`config.mk`:
```
export PLATFORM = sky130hd
export DESIGN_NAME = alu_flags_top
export DESIGN_NICKNAME = d
export VERILOG_FILES = /design/src/rtl/alu_flags_pkg.sv /design/src/rtl/alu_flags_ctrl.sv /design/src/rtl/alu_flags_datapath.sv /design/src/rtl/alu_flags_state.sv /design/src/rtl/alu_flags_top.sv
export SDC_FILE = /design/constraint.sdc
export NUM_CORES = 1
export LEC_CHECK = 0
export ABC_AREA = 1
export BUFFER_PORTS_ARGS = -buffer_cell sky130_fd_sc_hd__buf_2
export CAP_MARGIN = 20
export CORE_MARGIN = 2
export CORE_UTILIZATION = 50
export DETAILED_ROUTE_END_ITERATION = 12
export PLACE_DENSITY = 0.81
export REMOVE_ABC_BUFFERS = 1
export SYNTH_ARGS = -nofsm -noshare
export SYNTH_HDL_FRONTEND = slang
export SYNTH_SLANG_ARGS = --single-unit
```
`constraint.sdc`:
```
create_clock -name clk -period 0.85 [get_ports clk]
set_input_delay 0.0425 -clock clk [delete_from_list [all_inputs] [get_ports clk]]
set_output_delay 0.0425 -clock clk [all_outputs]
set_load 0.05 [all_outputs]
```
`src/rtl/alu_flags_pkg.sv`:
```
`timescale 1ns/1ps
package alu_flags_pkg;
  localparam int DATA_W   = 8;
  localparam int HALF_BIT = DATA_W / 2;
  localparam int FLAG_N   = 6;
  localparam int OP_W     = 4;
  localparam int STAT_W   = FLAG_N + 2;
  localparam int I_POS    = STAT_W - 1;
  localparam int T_POS    = STAT_W - 2;

  typedef enum logic [OP_W-1:0] {
    OP_ADD = 4'd0, OP_ADC = 4'd1, OP_SUB = 4'd2, OP_SBC = 4'd3,
    OP_CMP = 4'd4, OP_AND = 4'd5, OP_OR  = 4'd6, OP_XOR = 4'd7,
    OP_COM = 4'd8, OP_NEG = 4'd9, OP_INC = 4'd10, OP_DEC = 4'd11
  } aluOp_e;

  typedef enum logic [1:0] { Y_B = 2'd0, Y_ONE = 2'd1, Y_A = 2'd2 } ySel_e;
  typedef enum logic [1:0] { L_AND = 2'd0, L_OR = 2'd1, L_XOR = 2'd2, L_NOT = 2'd3 } logicOp_e;

  typedef struct packed {
    logic     active;
    logic     writeRes;
    logic     isArith;
    logic     doSub;
    logic     useCin;
    logic     xZero;
    ySel_e    ySel;
    logicOp_e lop;
  } aluCtrl_t;
endpackage

```
`src/rtl/alu_flags_ctrl.sv`:
```
`timescale 1ns/1ps
module alu_flags_ctrl
  import alu_flags_pkg::*;
(
  input  logic            opValid,
  input  logic [OP_W-1:0] opCode,
  output aluCtrl_t        ctrl
);
  always_comb begin
    ctrl = '0;
    if (opValid) begin
      ctrl.active   = 1'b1;
      ctrl.writeRes = 1'b1;
      ctrl.isArith  = 1'b1;
      ctrl.ySel     = Y_B;
      ctrl.lop      = L_AND;
      case (opCode)
        OP_ADD: ;
        OP_ADC: ctrl.useCin = 1'b1;
        OP_SUB: ctrl.doSub = 1'b1;
        OP_SBC: begin
          ctrl.doSub  = 1'b1;
          ctrl.useCin = 1'b1;
        end
        OP_CMP: begin
          ctrl.doSub    = 1'b1;
          ctrl.writeRes = 1'b0;
        end
        OP_AND: ctrl.isArith = 1'b0;
        OP_OR: begin
          ctrl.isArith = 1'b0;
          ctrl.lop     = L_OR;
        end
        OP_XOR: begin
          ctrl.isArith = 1'b0;
          ctrl.lop     = L_XOR;
        end
        OP_COM: begin
          ctrl.isArith = 1'b0;
          ctrl.lop     = L_NOT;
        end
        OP_NEG: begin
          ctrl.doSub = 1'b1;
          ctrl.xZero = 1'b1;
          ctrl.ySel  = Y_A;
        end
        OP_INC: ctrl.ySel = Y_ONE;
        OP_DEC: begin
          ctrl.doSub = 1'b1;
          ctrl.ySel  = Y_ONE;
        end
        default: ctrl = '0;
      endcase
    end
  end
endmodule

```
`src/rtl/alu_flags_datapath.sv`:
```
`timescale 1ns/1ps
module alu_flags_datapath
  import alu_flags_pkg::*;
#(
  parameter int W  = DATA_W,
  parameter int HB = HALF_BIT
) (
  input  aluCtrl_t          ctrl,
  input  logic [W-1:0]      opA,
  input  logic [W-1:0]      opB,
  input  logic              carryIn,
  output logic [W-1:0]      aluRes,
  output logic [FLAG_N-1:0] newFlags
);
  logic [W-1:0]  xOp, yOp, logicRes;
  logic [W:0]    wide;
  logic [HB:0]   half;
  logic          cinEff, hF, sF, vF, nF, zF, cF;

  assign xOp    = ctrl.xZero ? '0 : opA;
  assign cinEff = ctrl.useCin & carryIn;

  always_comb begin
    case (ctrl.ySel)
      Y_ONE:   yOp = {{(W-1){1'b0}}, 1'b1};
      Y_A:     yOp = opA;
      default: yOp = opB;
    endcase
  end

  always_comb begin
    if (ctrl.doSub) begin
      wide = {1'b0, xOp} - {1'b0, yOp} - {{W{1'b0}}, cinEff};
      half = {1'b0, xOp[HB-1:0]} - {1'b0, yOp[HB-1:0]} - {{HB{1'b0}}, cinEff};
    end else begin
      wide = {1'b0, xOp} + {1'b0, yOp} + {{W{1'b0}}, cinEff};
      half = {1'b0, xOp[HB-1:0]} + {1'b0, yOp[HB-1:0]} + {{HB{1'b0}}, cinEff};
    end
  end

  always_comb begin
    case (ctrl.lop)
      L_OR:    logicRes = opA | opB;
      L_XOR:   logicRes = opA ^ opB;
      L_NOT:   logicRes = ~opA;
      default: logicRes = opA & opB;
    endcase
  end

  always_comb begin
    if (ctrl.isArith) begin
      aluRes = wide[W-1:0];
      cF     = wide[W];
      hF     = half[HB];
      if (ctrl.doSub)
        vF = (xOp[W-1] != yOp[W-1]) && (wide[W-1] != xOp[W-1]);
      else
        vF = (xOp[W-1] == yOp[W-1]) && (wide[W-1] != xOp[W-1]);
    end else begin
      aluRes = logicRes;
      cF     = 1'b0;
      hF     = 1'b0;
      vF     = 1'b0;
    end
    nF = aluRes[W-1];
    zF = (aluRes == '0);
    sF = nF ^ vF;
  end

  assign newFlags = {hF, sF, vF, nF, zF, cF};
endmodule

```
`src/rtl/alu_flags_state.sv`:
```
`timescale 1ns/1ps
module alu_flags_state
  import alu_flags_pkg::*;
#(
  parameter int W = DATA_W
) (
  input  logic              clk,
  input  logic              rstN,
  input  aluCtrl_t          ctrl,
  input  logic [W-1:0]      aluRes,
  input  logic [FLAG_N-1:0] newFlags,
  input  logic [FLAG_N-1:0] flagMask,
  input  logic              setI,
  input  logic              clrI,
  input  logic              setT,
  input  logic              clrT,
  output logic [W-1:0]      result,
  output logic              resWr,
  output logic [STAT_W-1:0] status
);
  always_ff @(posedge clk or negedge rstN) begin
    if (!rstN) begin
      result <= '0;
      resWr  <= 1'b0;
    end else begin
      resWr <= ctrl.active & ctrl.writeRes;
      if (ctrl.active && ctrl.writeRes)
        result <= aluRes;
    end
  end

  for (genvar k = 0; k < FLAG_N; k++) begin : g_flag
    always_ff @(posedge clk or negedge rstN) begin
      if (!rstN)
        status[k] <= 1'b0;
      else if (ctrl.active && flagMask[k])
        status[k] <= newFlags[k];
    end
  end

  always_ff @(posedge clk or negedge rstN) begin
    if (!rstN) begin
      status[I_POS] <= 1'b0;
      status[T_POS] <= 1'b0;
    end else begin
      if (setI)      status[I_POS] <= 1'b1;
      else if (clrI) status[I_POS] <= 1'b0;
      if (setT)      status[T_POS] <= 1'b1;
      else if (clrT) status[T_POS] <= 1'b0;
    end
  end
endmodule

```
`src/rtl/alu_flags_top.sv`:
```
`timescale 1ns/1ps
module alu_flags_top
  import alu_flags_pkg::*;
(
  input  logic              clk,
  input  logic              rstN,
  input  logic              opValid,
  input  logic [OP_W-1:0]   opCode,
  input  logic [DATA_W-1:0] opA,
  input  logic [DATA_W-1:0] opB,
  input  logic              carryIn,
  input  logic [FLAG_N-1:0] flagMask,
  input  logic              setI,
  input  logic              clrI,
  input  logic              setT,
  input  logic              clrT,
  output logic [DATA_W-1:0] result,
  output logic              resWr,
  output logic [STAT_W-1:0] status
);
  aluCtrl_t          ctrl;
  logic [DATA_W-1:0] aluRes;
  logic [FLAG_N-1:0] newFlags;

  alu_flags_ctrl u_ctrl (
    .opValid(opValid), .opCode(opCode), .ctrl(ctrl)
  );

  alu_flags_datapath #(.W(DATA_W), .HB(HALF_BIT)) u_dp (
    .ctrl(ctrl), .opA(opA), .opB(opB), .carryIn(carryIn),
    .aluRes(aluRes), .newFlags(newFlags)
  );

  alu_flags_state #(.W(DATA_W)) u_state (
    .clk(clk), .rstN(rstN), .ctrl(ctrl), .aluRes(aluRes),
    .newFlags(newFlags), .flagMask(flagMask), .setI(setI), .clrI(clrI),
    .setT(setT), .clrT(clrT), .result(result), .resWr(resWr), .status(status)
  );
endmodule

```
==> impl_metrics.json, run 1 <==
{
  "synth_edf_count": 0,
  "die_h_um": 74.0,
  "pin_count": 51,
  "routabilityCongestion": 0.900,
  "async_flop_share_pct": 100,
  "syn_area_um2": 2450,
  "worst_endpoint_kind": "register input",
  "avgSynthCellArea_um2": 6.42,
  "worst_endpoint": "u_state.status[1]$_DFFE_PN0P_/D",
  "error": "[ERROR DPL-0038] Utilization greater than 100%, impossible to legalize",
  "cts_max_path_buffers": 2,
  "start_util_pct": 51.8,
  "numCtsBuffers": 3,
  "yosys_warnings": 0,
  "cts-root-buf": "clkbuf_8",
  "ys_types": 30,
  "die_w_um": 74.0,
  "ctsHtreeMaxLevel": 1,
  "clock_sinks": 17,
  "grt_max_degree": 18,
  "io_buffers": 50,
  "synth_ff_type": "dfrtp_1",
  "status": "did not finish",
  "syn_inst": 381,
  "synth_seq_cells": 17,
  "dpl.hpwl_um": 6610,
  "ys_seq_area_share_pct": 17.4,
  "stop_stage": "5_1_grt",
  "rows": 25
}
==> synthesized netlist by cell type, types with 3 or more instances <==
library cell | count | area, um^2
nand2_1 | 95 | 357
ha_1 | 37 | 463
a31oi_1 | 3 | 18.8
inv_2 | 6 | 22.5
o21ai_0 | 20 | 100
dfrtp_1 | 17 | 425
a21oi_1 | 16 | 80.1
nor2_1 | 36 | 135
o21bai_1 | 4 | 30.0
o21ai_1 | 3 | 15.0
inv_1 | 69 | 259
nand3_2 | 4 | 40.0
nand3_1 | 29 | 145
fa_1 | 4 | 80.1
o22ai_1 | 10 | 62.6
xor2_1 | 4 | 35.0
nor2_2 | 3 | 18.8
nand4_1 | 5 | 31.3
==> metrics by stage <==
stage	instance area [um^2]	cells	hold slack, ns	util [%]	setup slack, ns
after floorplan	2420	378	-0.253	-	-1.97
after global placement	3580	605	-0.0300	75.8	-2.14
after detailed placement	3580	605	-0.0283	75.8	-2.28
after CTS	4270	631	0.00493	90.3	-1.63
==> what timing repair did <==
action	CTS
resized for setup	119
buffers inserted	19
pin swaps	51
endpoints found under the setup margin	31
hold endpoints to repair	18
hold buffers	3
==> logic make-up after synthesis <==
group / share of synthesized area, %
simple gates: 31.1
buf+inv: 12.6
compound gates: 15.3
fa+ha+maj: 22.2
flops: 17.4
xor+xnor: 1.43
==> run 2, diff against run 1 <==
Settings changed: CORE_UTILIZATION 50 to 35, PLACE_DENSITY 0.81 to not set, PLACE_DENSITY_LB_ADDON set to 0.15.
==> run 2 against run 1 <==
The flow now finishes, with violations (setup timing). Synthesized cell count did not move. Synthesized area is the same.
==> impl_metrics.json, run 2 <==
{
  "status": "complete, but fails checks",
  "violations": "setup timing",
  "required_ns": 1.03,
  "critPathMaxFanout": 3,
  "holdCritPathClass": "in2reg",
  "syn_area_um2": 2450,
  "whs_path_depth": 4,
  "drtAntennaViolNets": 0,
  "tns_ns": -21.18,
  "ys_types": 30,
  "drt_first_pass_iters": 5,
  "dieArea_um2": 7680,
  "crit_arrival_ns": 2.77,
  "r2r_start": "u_state.result[5]$_DFFE_PN0P_",
  "relSlewSlack_pct": 74.3,
  "period_minus_slack_ns": 2.60,
  "clock_sinks": 17,
  "cts_tree": "yes",
  "fmax_mhz": 385,
  "rows": 30,
  "routabilityCongestion": 0.911,
  "rrSetupSlack_ns": 0.06,
  "cap_viol_max_count": 0,
  "synth_common_cells": "nand2_1, inv_1, ha_1",
  "final_cell_mix": "buf_4, nand2_1, inv_1",
  "dpl_worst_slack_ns": -2.27,
  "critPathCaptureType": "register",
  "pin_count": 51,
  "vias": 3211,
  "setup_slack_ns": -1.75,
  "timing.final.crit_share_pct": 306,
  "p_sw_mw": 2.28,
  "die_w_um": 87.6,
  "die_h_um": 87.6,
  "clkSlewWorstSetupHoldPaths_ns": 0.06,
  "areaGrowthSynthToFinish_pct": 90.7,
  "syn_inst": 381,
  "p_leak_nw": 2.48,
  "cts_max_path_buffers": 2,
  "nFillCells": 532,
  "p_seq_share_pct": 19.3,
  "reg.largest.list": "u_state.result x8, u_state.status x8, u_state.resWr x1",
  "setup_viol": 14,
  "ys_seq_area_share_pct": 17.4,
  "layout-drive-gt1-share_pct": 53.6,
  "async_flop_share_pct": 100,
  "numCtsBuffers": 3,
  "drt_iter0_drc": 155,
  "routedWlPerCell_um": 13.4,
  "vdd_drop_max_v": 0.000550,
  "io_buffers": 50,
  "routed_via_density": 4.79,
  "drv_slew": 0,
  "grt_pass1_wl_um": 13900,
  "p_sw_share_pct": 43.9,
  "min_to": "u_state.status[0]$_DFFE_PN0P_",
  "p_int_mw": 2.92,
  "drc": 0,
  "synth_top_area_share_pct": 18.9,
  "final_common_cell": "buf_4",
  "yosysMostFrequentCell": "nand2_1",
  "nets": 651,
  "pwr-share-comb_pct": 69.5,
  "avgSynthCellArea_um2": 6.42,
  "grt_pass1_vias": 3112,
  "ctsHtreeMaxLevel": 1,
  "synth_top_area_cell": "ha_1",
  "fin_skew_ns": 0,
  "grt_max_degree": 18,
  "rr_worst_depth": 3,
  "worst_pin_slew_ns": 0.386,
  "reg2reg_to": "u_state.result[5]$_DFFE_PN0P_",
  "design.core.area_um2": 6790,
  "globalRouteTotalUtil_pct": 22.8,
  "gr-total-overflow": 0,
  "power_density_nw_per_um2": 1110,
  "start_util_pct": 36.0,
  "dpl.hpwl_um": 6570,
  "ff_latch_area_um2": 425,
  "hp-start": "flagMask[0]",
  "crit_type": "in2reg",
  "cts-root-buf": "clkbuf_8",
  "synthTopCellsByArea": "ha_1, dfrtp_1, nand2_1",
  "rsz0062_at_grt": "true",
  "yosys_warnings": 0,
  "cp-start-kind": "input port",
  "synth_edf_count": 0,
  "clock_latency_ns": 0.24,
  "hold_viol_final": 0,
  "antennaDiodeCount": 0,
  "synth_seq_cells": 17,
  "power_frac_clock_pct": 11.2,
  "multi_input_area_um2": 2260,
  "synth_ff_type": "dfrtp_1",
  "grt_antenna_before_repair": 0,
  "wl_um": 8980
}
[run 2: worst max-delay path by stage]
| stage | startpoint | endpoint | slack, ns | cells past startpoint |
|---|---|---|---|---|
| 4_1_cts | opCode[3] | u_state.status[1]$_DFFE_PN0P_ | -1.63 | 23 |
| 3_3_place_gp | opCode[3] | u_state.status[4]$_DFFE_PN0P_ | -2.23 | 23 |
| 6_report | opCode[2] | u_state.status[1]$_DFFE_PN0P_ | -1.75 | 20 |
| 2_1_floorplan | opCode[3] | u_state.status[0]$_DFFE_PN0P_ | -1.97 | 23 |
| 3_5_place_dp | opCode[3] | u_state.status[4]$_DFFE_PN0P_ | -2.27 | 23 |
| 5_1_grt | opCode[1] | u_state.status[0]$_DFFE_PN0P_ | -1.86 | 26 |
[run 2: metal layers]
layer  track usage (%)  share of wire, %  vias to the layer above
li1                  -                 -                     1616
met1              27.1                42                     1490
met2              44.1                52                       93
met3              1.70               4.4                       12
met4              5.17               1.3                        0
met5                 0                 0                        -
[run 2: worst max-delay path: stages]
cell	delay [ns]
buf_8	0.10
nor2_4	0.17
nand2_4	0.09
inv_4	0.07
ha_4	0.21
buf_6	0.13
nor2_4	0.09
a21oi_4	0.05
fa_2	0.36
buf_4	0.15
ha_4	0.28
nand2_1	0.06
nor2_1	0.13
nand2_2	0.10
a21oi_2	0.13
o21ai_1	0.08
buf_4	0.15
a21oi_4	0.16
nand2_1	0.08
o21ai_2	0.13
[run 2: final cells by class]
cell class / instances / share of cell area [%]
sequential: 17 / 9.11
multi-input combinational: 286 / 48.4
clock buffer: 4 / 0.965
inverter: 75 / 6.19
timing repair buffer: 193 / 32.8
tap: 96 / 2.57
[run 2: kinds of logic after synthesis]
kind of cell    Yosys count  synth area share (%)
simple gates            177                  31.1
buf+inv                  78                  12.6
compound gates           64                  15.3
fa+ha+maj                41                  22.2
flops                    17                  17.4
xor+xnor                  4                  1.43
[run 2: what timing repair did]
item,4_1_cts,5_1_grt
hold buffers,5,0
gates resized for setup,128,59
pin swaps,47,31
endpoints found under the setup margin,31,28
hold endpoints to repair,19,0
setup buffers,12,8
[run 2: per-stage QoR]
stage | instance area [um^2] | utilization, % | cells | total power [mW] | hold WS (ns)
after floorplan | 2420 | - | 378 | 2.45 | -0.253
after CTS | 4380 | 64.5 | 664 | 4.78 | 0.0584
after global placement | 3700 | 54.4 | 643 | 3.58 | -0.0230
after detailed placement | 3700 | 54.4 | 643 | 3.62 | -0.0195
after global routing | 4670 | 68.7 | 671 | 5.55 | 0.0744
final | 4670 | 68.7 | 671 | 5.20 | 0.0647
[run 2: power by group through the flow]
stage,combinational (mW),sequential [mW],clock [mW]
floorplan,1.05,1.40,0
global placement,2.59,0.989,0
detailed placement,2.63,0.991,0
CTS,3.19,1.00,0.592
global route,3.91,1.01,0.623
finish,3.62,1.01,0.581
(Power assumes the default switching activity.)
==> run 3, diff against run 2 <==
Settings changed: PLACE_DENSITY_LB_ADDON 0.15 to not set.
==> run 3 against run 2 <==
The flow still finishes with violations (setup timing). Non-clock buffer count decreased by 1. Critical path depth rose by 2. Core utilization is the same. Global-route usage increased by 0.17 points. Combinational power hardly changed. Register-to-register slack is essentially flat. Clock skew did not move. Critical path type unchanged. Critical endpoint unchanged. Largest cell class unchanged.
==> impl_metrics.json, run 3 (synthesis results as in run 2) <==
{
  "wl_um": 9470,
  "tns_ns": -21.14,
  "grt_antenna_before_repair": 0,
  "rows": 30,
  "drtAntennaViolNets": 0,
  "numCtsBuffers": 3,
  "gr-total-overflow": 0,
  "vias": 3265,
  "dpl_worst_slack_ns": -2.28,
  "ctsHtreeMaxLevel": 1,
  "reg.largest.list": "u_state.result x8, u_state.status x8, u_state.resWr x1",
  "dpl.hpwl_um": 6540,
  "io_buffers": 50,
  "whs_ns": 0.0590,
  "critPathCaptureType": "register",
  "design.core.area_um2": 6790,
  "cp-startpoint": "opCode[2]",
  "rsz0062_at_grt": "true",
  "design_area_um2": 4670,
  "die_w_um": 87.6,
  "cap_viol_max_count": 0,
  "nFillCells": 485,
  "required_ns": 1.03,
  "hp-start": "flagMask[3]",
  "pin_count": 51,
  "globalRouteTotalUtil_pct": 22.9,
  "setup_viol": 16,
  "crit_type": "in2reg",
  "cts-root-buf": "clkbuf_8",
  "fmax_mhz": 393,
  "critPathMaxFanout": 7,
  "start_util_pct": 36.0,
  "r2r_start": "u_state.result[3]$_DFFE_PN0P_",
  "grt_pass1_vias": 3167,
  "vdd_drop_max_v": 0.000497,
  "final_common_cell": "buf_4",
  "cts_max_path_buffers": 2,
  "cts_tree": "yes",
  "multi_input_area_um2": 2280,
  "routabilityCongestion": 0.914,
  "antennaDiodeCount": 0,
  "dieArea_um2": 7680,
  "cp-start-kind": "input port",
  "grt_pass1_wl_um": 14000,
  "grt_max_degree": 18,
  "clock_latency_ns": 0.25,
  "total_power_mw": 5.23,
  "setup_slack_ns": -1.69,
  "drc": 0,
  "worst_pin_slew_ns": 0.378,
  "final_cell_mix": "buf_4, nand2_1, inv_1",
  "drv_slew": 0,
  "p_leak_nw": 2.45,
  "die_h_um": 87.6,
  "holdCritPathClass": "in2reg",
  "ff_latch_area_um2": 425,
  "timing.final.crit_share_pct": 299,
  "post_dp_cell_area_um2": 3650,
  "routed_via_density": 4.87,
  "areaGrowthSynthToFinish_pct": 90.7,
  "power_density_nw_per_um2": 1120,
  "layout-drive-gt1-share_pct": 53.7,
  "clkSlewWorstSetupHoldPaths_ns": 0.06,
  "relSlewSlack_pct": 74.8,
  "crit_arrival_ns": 2.73,
  "hold_viol_final": 0,
  "violations": "setup timing",
  "drt_first_pass_iters": 4,
  "clock_sinks": 17,
  "nets": 650,
  "drt_iter0_drc": 114,
  "fin_skew_ns": 0,
  "status": "complete, but fails checks",
  "period_minus_slack_ns": 2.54,
  "routedWlPerCell_um": 14.1
}
## run 3: where the power goes
group	total [mW]	switching [mW]	leakage, nW	internal (mW)
combinational	3.63	1.97	2.22	1.67
sequential	1.01	0.0838	0.213	0.925
clock	0.586	0.254	0.0228	0.332
total	5.23	2.30	2.45	2.92
## run 3: layout make-up
type,instances,area share [%]
Inverter,75,6.41
Tap cell,96,2.57
Sequential cell,17,9.11
Multi-Input combinational cell,286,48.9
Timing Repair Buffer,192,32.1
Clock buffer,4,0.965
## run 3: path summary, 6_finish.rpt
path                                                  to  slack [ns]  cells after the start
hold reg to reg            u_state.result[0]$_DFFE_PN0P_        0.51                      2
hold / removal             u_state.status[3]$_DFFE_PN0P_        0.06                      3
max in group asynchronous  u_state.status[4]$_DFFE_PN0P_        0.33                      2
min in group asynchronous  u_state.result[1]$_DFFE_PN0P_        0.25                      2
setup reg to reg           u_state.result[3]$_DFFE_PN0P_        0.07                      3
setup / recovery           u_state.status[1]$_DFFE_PN0P_       -1.69                     22
## run 3: routing by layer
metal | track usage [%] | up-vias | share of wire (%)
met3 | 1.60 | 30 | 3.1
met5 | 0 | - | 0
met2 | 43.2 | 92 | 53
li1 | - | 1617 | -
met1 | 26.7 | 1526 | 41
met4 | 9.23 | 0 | 3.3
## run 3: stage by stage
step	std cells	util, %
2_1_floorplan	378	-
3_3_place_gp	638	53.7
3_5_place_dp	638	53.7
4_1_cts	661	65.9
5_1_grt	670	68.7
6_report	670	68.7
## run 3: timing repair
| item | 4_1_cts | 5_1_grt |
|---|---|---|
| hold endpoints to repair | 19 | 0 |
| hold buffers | 5 | 0 |
| setup endpoints to repair | 31 | 31 |
| pin swaps | 64 | 42 |
| buffers inserted | 14 | 9 |
| resized for setup | 158 | 31 |
## run 3: critical path, stage by stage
cell and delay, ns:
buf_8 0.10, nor2_4 0.16, nand2_2 0.10, inv_2 0.08, ha_4 0.23, inv_6 0.09, buf_12 0.14, buf_4 0.13
o22ai_4 0.10, buf_4 0.16, fa_2 0.40, inv_1 0.08, nor3_2 0.05, nor2_1 0.14, nand2_1 0.09, nand3_2 0.09
nand3_2 0.08, nand2_2 0.10, nand2_1 0.06, nor2_2 0.11, nand3_2 0.07, o21ai_2 0.11
==> run 4, diff against run 3 <==
Settings changed: SYNTH_HIERARCHICAL set to 1.
==> run 4 against run 3 <==
Clock skew is the same. Total power grew 1.0%. Clock power shrank 0.9%. Via count is essentially flat. Fmax shrank 0.92%. Sequential power is essentially flat. Highest routed layer unchanged. Critical endpoint is now u_state/status[1]$_DFFE_PN0P_. Global-route usage shrank 2.8 points. Combinational power is essentially flat. The flow still finishes with violations (setup timing). Core utilization shrank 5.1 points.
==> impl_metrics.json, run 4 <==
{
  "cpPeakStageDelay_ns": 0.44,
  "rr_worst_depth": 3,
  "syn_inst": 423,
  "post_layout_nonfiller_instances": 683,
  "status": "complete, but fails checks",
  "cts_tree": "yes",
  "synth_top_area_share_pct": 17.5,
  "final_cell_mix": "buf_4, nand2_1, inv_1",
  "clkSlewWorstSetupHoldPaths_ns": 0.06,
  "rsz0062_at_grt": "true",
  "cp-start-kind": "input port",
  "final_common_cell": "buf_4",
  "pin_count": 51,
  "setup_slack_ns": -1.72,
  "areaGrowthSynthToFinish_pct": 75.4,
  "ctsHtreeMaxLevel": 1,
  "synth_edf_count": 0,
  "yosysMostFrequentCell": "nand2_1",
  "worst_pin_slew_ns": 0.386,
  "drt_first_pass_iters": 4,
  "dpl.cell_count": 656,
  "whs_path_depth": 3,
  "synth_ff_type": "dfrtp_1",
  "avgSynthCellArea_um2": 6.25,
  "clock_latency_ns": 0.24,
  "numCtsBuffers": 3,
  "cp_top_family": "adder cells",
  "timing.final.crit_share_pct": 302,
  "synth_seq_cells": 17,
  "routed_via_density": 4.78,
  "globalRouteTotalUtil_pct": 20.2,
  "gr-total-overflow": 0,
  "fin_skew_ns": 0,
  "io_buffers": 50,
  "design.core.area_um2": 7290,
  "crit_chain": "buf_8 -> inv_6 -> nor2_4 -> and3_4 -> inv_2 -> ha_4 -> inv_8 -> nand2_1 -> o21ai_2 -> buf_4 -> fa_2 -> inv_2 -> fa_2 -> inv_2 -> nor2_1 -> o22ai_2 -> nand3b_1 -> nor2_1 -> nand2_1 -> nor2_1 -> nand3_1 -> nand2_1",
  "dpl_worst_slack_ns": -2.36,
  "synth_common_cells": "nand2_1, inv_1, nand3_1",
  "ys_seq_area_share_pct": 16.1,
  "multi_input_area_um2": 2360,
  "power_density_nw_per_um2": 1140,
  "clock_sinks": 17,
  "nFillCells": 625,
  "vdd_drop_max_v": 0.000539,
  "period_minus_slack_ns": 2.57,
  "rows": 31,
  "drc": 0,
  "syn_area_um2": 2640,
  "required_ns": 1.04,
  "cap_viol_max_count": 0,
  "ys_types": 36,
  "violations": "setup timing",
  "cts_max_path_buffers": 2,
  "grt_pass1_vias": 3084,
  "dpl.hpwl_um": 6210,
  "ff_latch_area_um2": 425,
  "async_flop_share_pct": 100,
  "crit_arrival_ns": 2.75,
  "crit_slowest_cell": "fa_2",
  "cts-root-buf": "clkbuf_8",
  "drv_slew": 0,
  "synthMuxAreaShare_pct": 0,
  "critPathCaptureType": "register",
  "synth_top_area_cell": "ha_1",
  "start_util_pct": 36.2,
  "routedWlPerCell_um": 13.0,
  "relSlewSlack_pct": 74.3,
  "fmax_mhz": 390,
  "synth_compound_area_share_pct": 12.8,
  "vias": 3267,
  "hold_viol_final": 0,
  "synthAdderAreaFrac_pct": 20.5,
  "yosys.area_share.simple_pct": 34.7,
  "reg.largest.list": "u_state/result x8, u_state/status x8, u_state/resWr x1",
  "setup_viol": 15,
  "layout-drive-gt1-share_pct": 50.0,
  "drtAntennaViolNets": 0,
  "tns_ns": -21.86,
  "grt_pass1_wl_um": 14000,
  "p_leak_nw": 2.46,
  "dieArea_um2": 8260,
  "die_h_um": 90.9,
  "antennaDiodeCount": 0,
  "die_w_um": 90.9,
  "synthTopCellsByArea": "ha_1, nand2_1, dfrtp_1",
  "crit_type": "in2reg",
  "path_buf_inv": 7,
  "routabilityCongestion": 0.856,
  "grt_max_degree": 21,
  "holdCritPathClass": "in2reg",
  "synth_top_family_by_area": "simple AND/OR/NAND/NOR gates",
  "drt_iter0_drc": 158,
  "synthXorXnorAreaFrac_pct": 0.331,
  "nets": 660,
  "grt_antenna_before_repair": 0,
  "wl_um": 8880,
  "yosys_warnings": 6,
  "critPathMaxFanout": 4,
  "worst-path-stages": 22
}
-- run 4: cell types whose count changed in the layout (fill, tap and decap cells not counted), sizes merged, moves of 4 or more --
cell / previous run / this run
o21ai: 25 / 17
inv: 75 / 81
buf: 187 / 164
nand3b: 0 / 4
nand2: 96 / 121
nand3: 33 / 43
-- run 4: path summary, 6_finish.rpt --
check,start,to,slack [ns]
worst max-delay path,opCode[3],u_state/status[1]$_DFFE_PN0P_,-1.72
worst min-delay path,flagMask[0],u_state/status[0]$_DFFE_PN0P_,0.04
worst max register to register,u_state/status[1]$_DFFE_PN0P_,u_state/status[1]$_DFFE_PN0P_,0.09
worst min register to register,u_state/result[2]$_DFFE_PN0P_,u_state/result[2]$_DFFE_PN0P_,0.50
max in group asynchronous,rstN,u_state/status[5]$_DFFE_PN0P_,0.31
min in group asynchronous,rstN,u_state/status[1]$_DFFE_PN0P_,0.27
-- run 4: final cells by class --
class                      instances  area share [%]
inverter                          82            7.29
multi-input combinational        312            50.8
sequential                        17            9.18
tap                               99            2.67
timing repair buffer             169            29.1
clock buffer                       4           0.972
-- run 4: cell families after synthesis --
group                      Yosys count
adders and majority gates           41
AOI/OAI and AO/OA                   55
and+or+nand+nor                    214
DFF                                 17
buffers and inverters               95
xor gates and xnor gates             1
-- run 4: repair_timing --
| item | in CTS | in global routing |
|---|---|---|
| pin swaps | 40 | 59 |
| endpoints found under the setup margin | 31 | 28 |
| buffers inserted | 10 | 9 |
| gates cloned | 0 | 1 |
| hold endpoints to repair | 19 | 0 |
| hold buffers | 5 | 0 |
| resized for setup | 108 | 80 |
-- run 4: per-layer routing --
layer | share of wire, % | vias to the layer above | wire length (um) | track usage [%]
met3 | 3.4 | 12 | 305 | 1.00
li1 | - | 1660 | - | -
met4 | 1.6 | 0 | 141 | 4.42
met2 | 52 | 84 | 4620 | 37.6
met5 | 0 | - | 0 | 0
met1 | 43 | 1511 | 3810 | 25.6
-- run 4: worst register-to-register path, cell delays in order, from the launching register on --
cell and delay [ns]:
dfrtp_1 0.41, buf_4 0.15, nand2_1 0.05, nand2_1 0.05
-- run 4: where the power goes --
group	internal [mW]	leakage, nW	switching (mW)
combinational	1.66	2.22	2.00
clock	0.331	0.0228	0.249
sequential	0.943	0.218	0.0955
total	2.93	2.46	2.35
-- run 4: stage by stage --
stage	util, %	power [mW]	hold slack, ns	area (um^2)
after global routing	63.6	5.65	0.0506	4640
after floorplan	-	2.64	-0.253	2540
final	63.6	5.28	0.0404	4640
after global placement	50.5	3.68	-0.0228	3680
after CTS	58.9	4.85	0.0394	4290
after detailed placement	50.5	3.71	-0.0188	3680
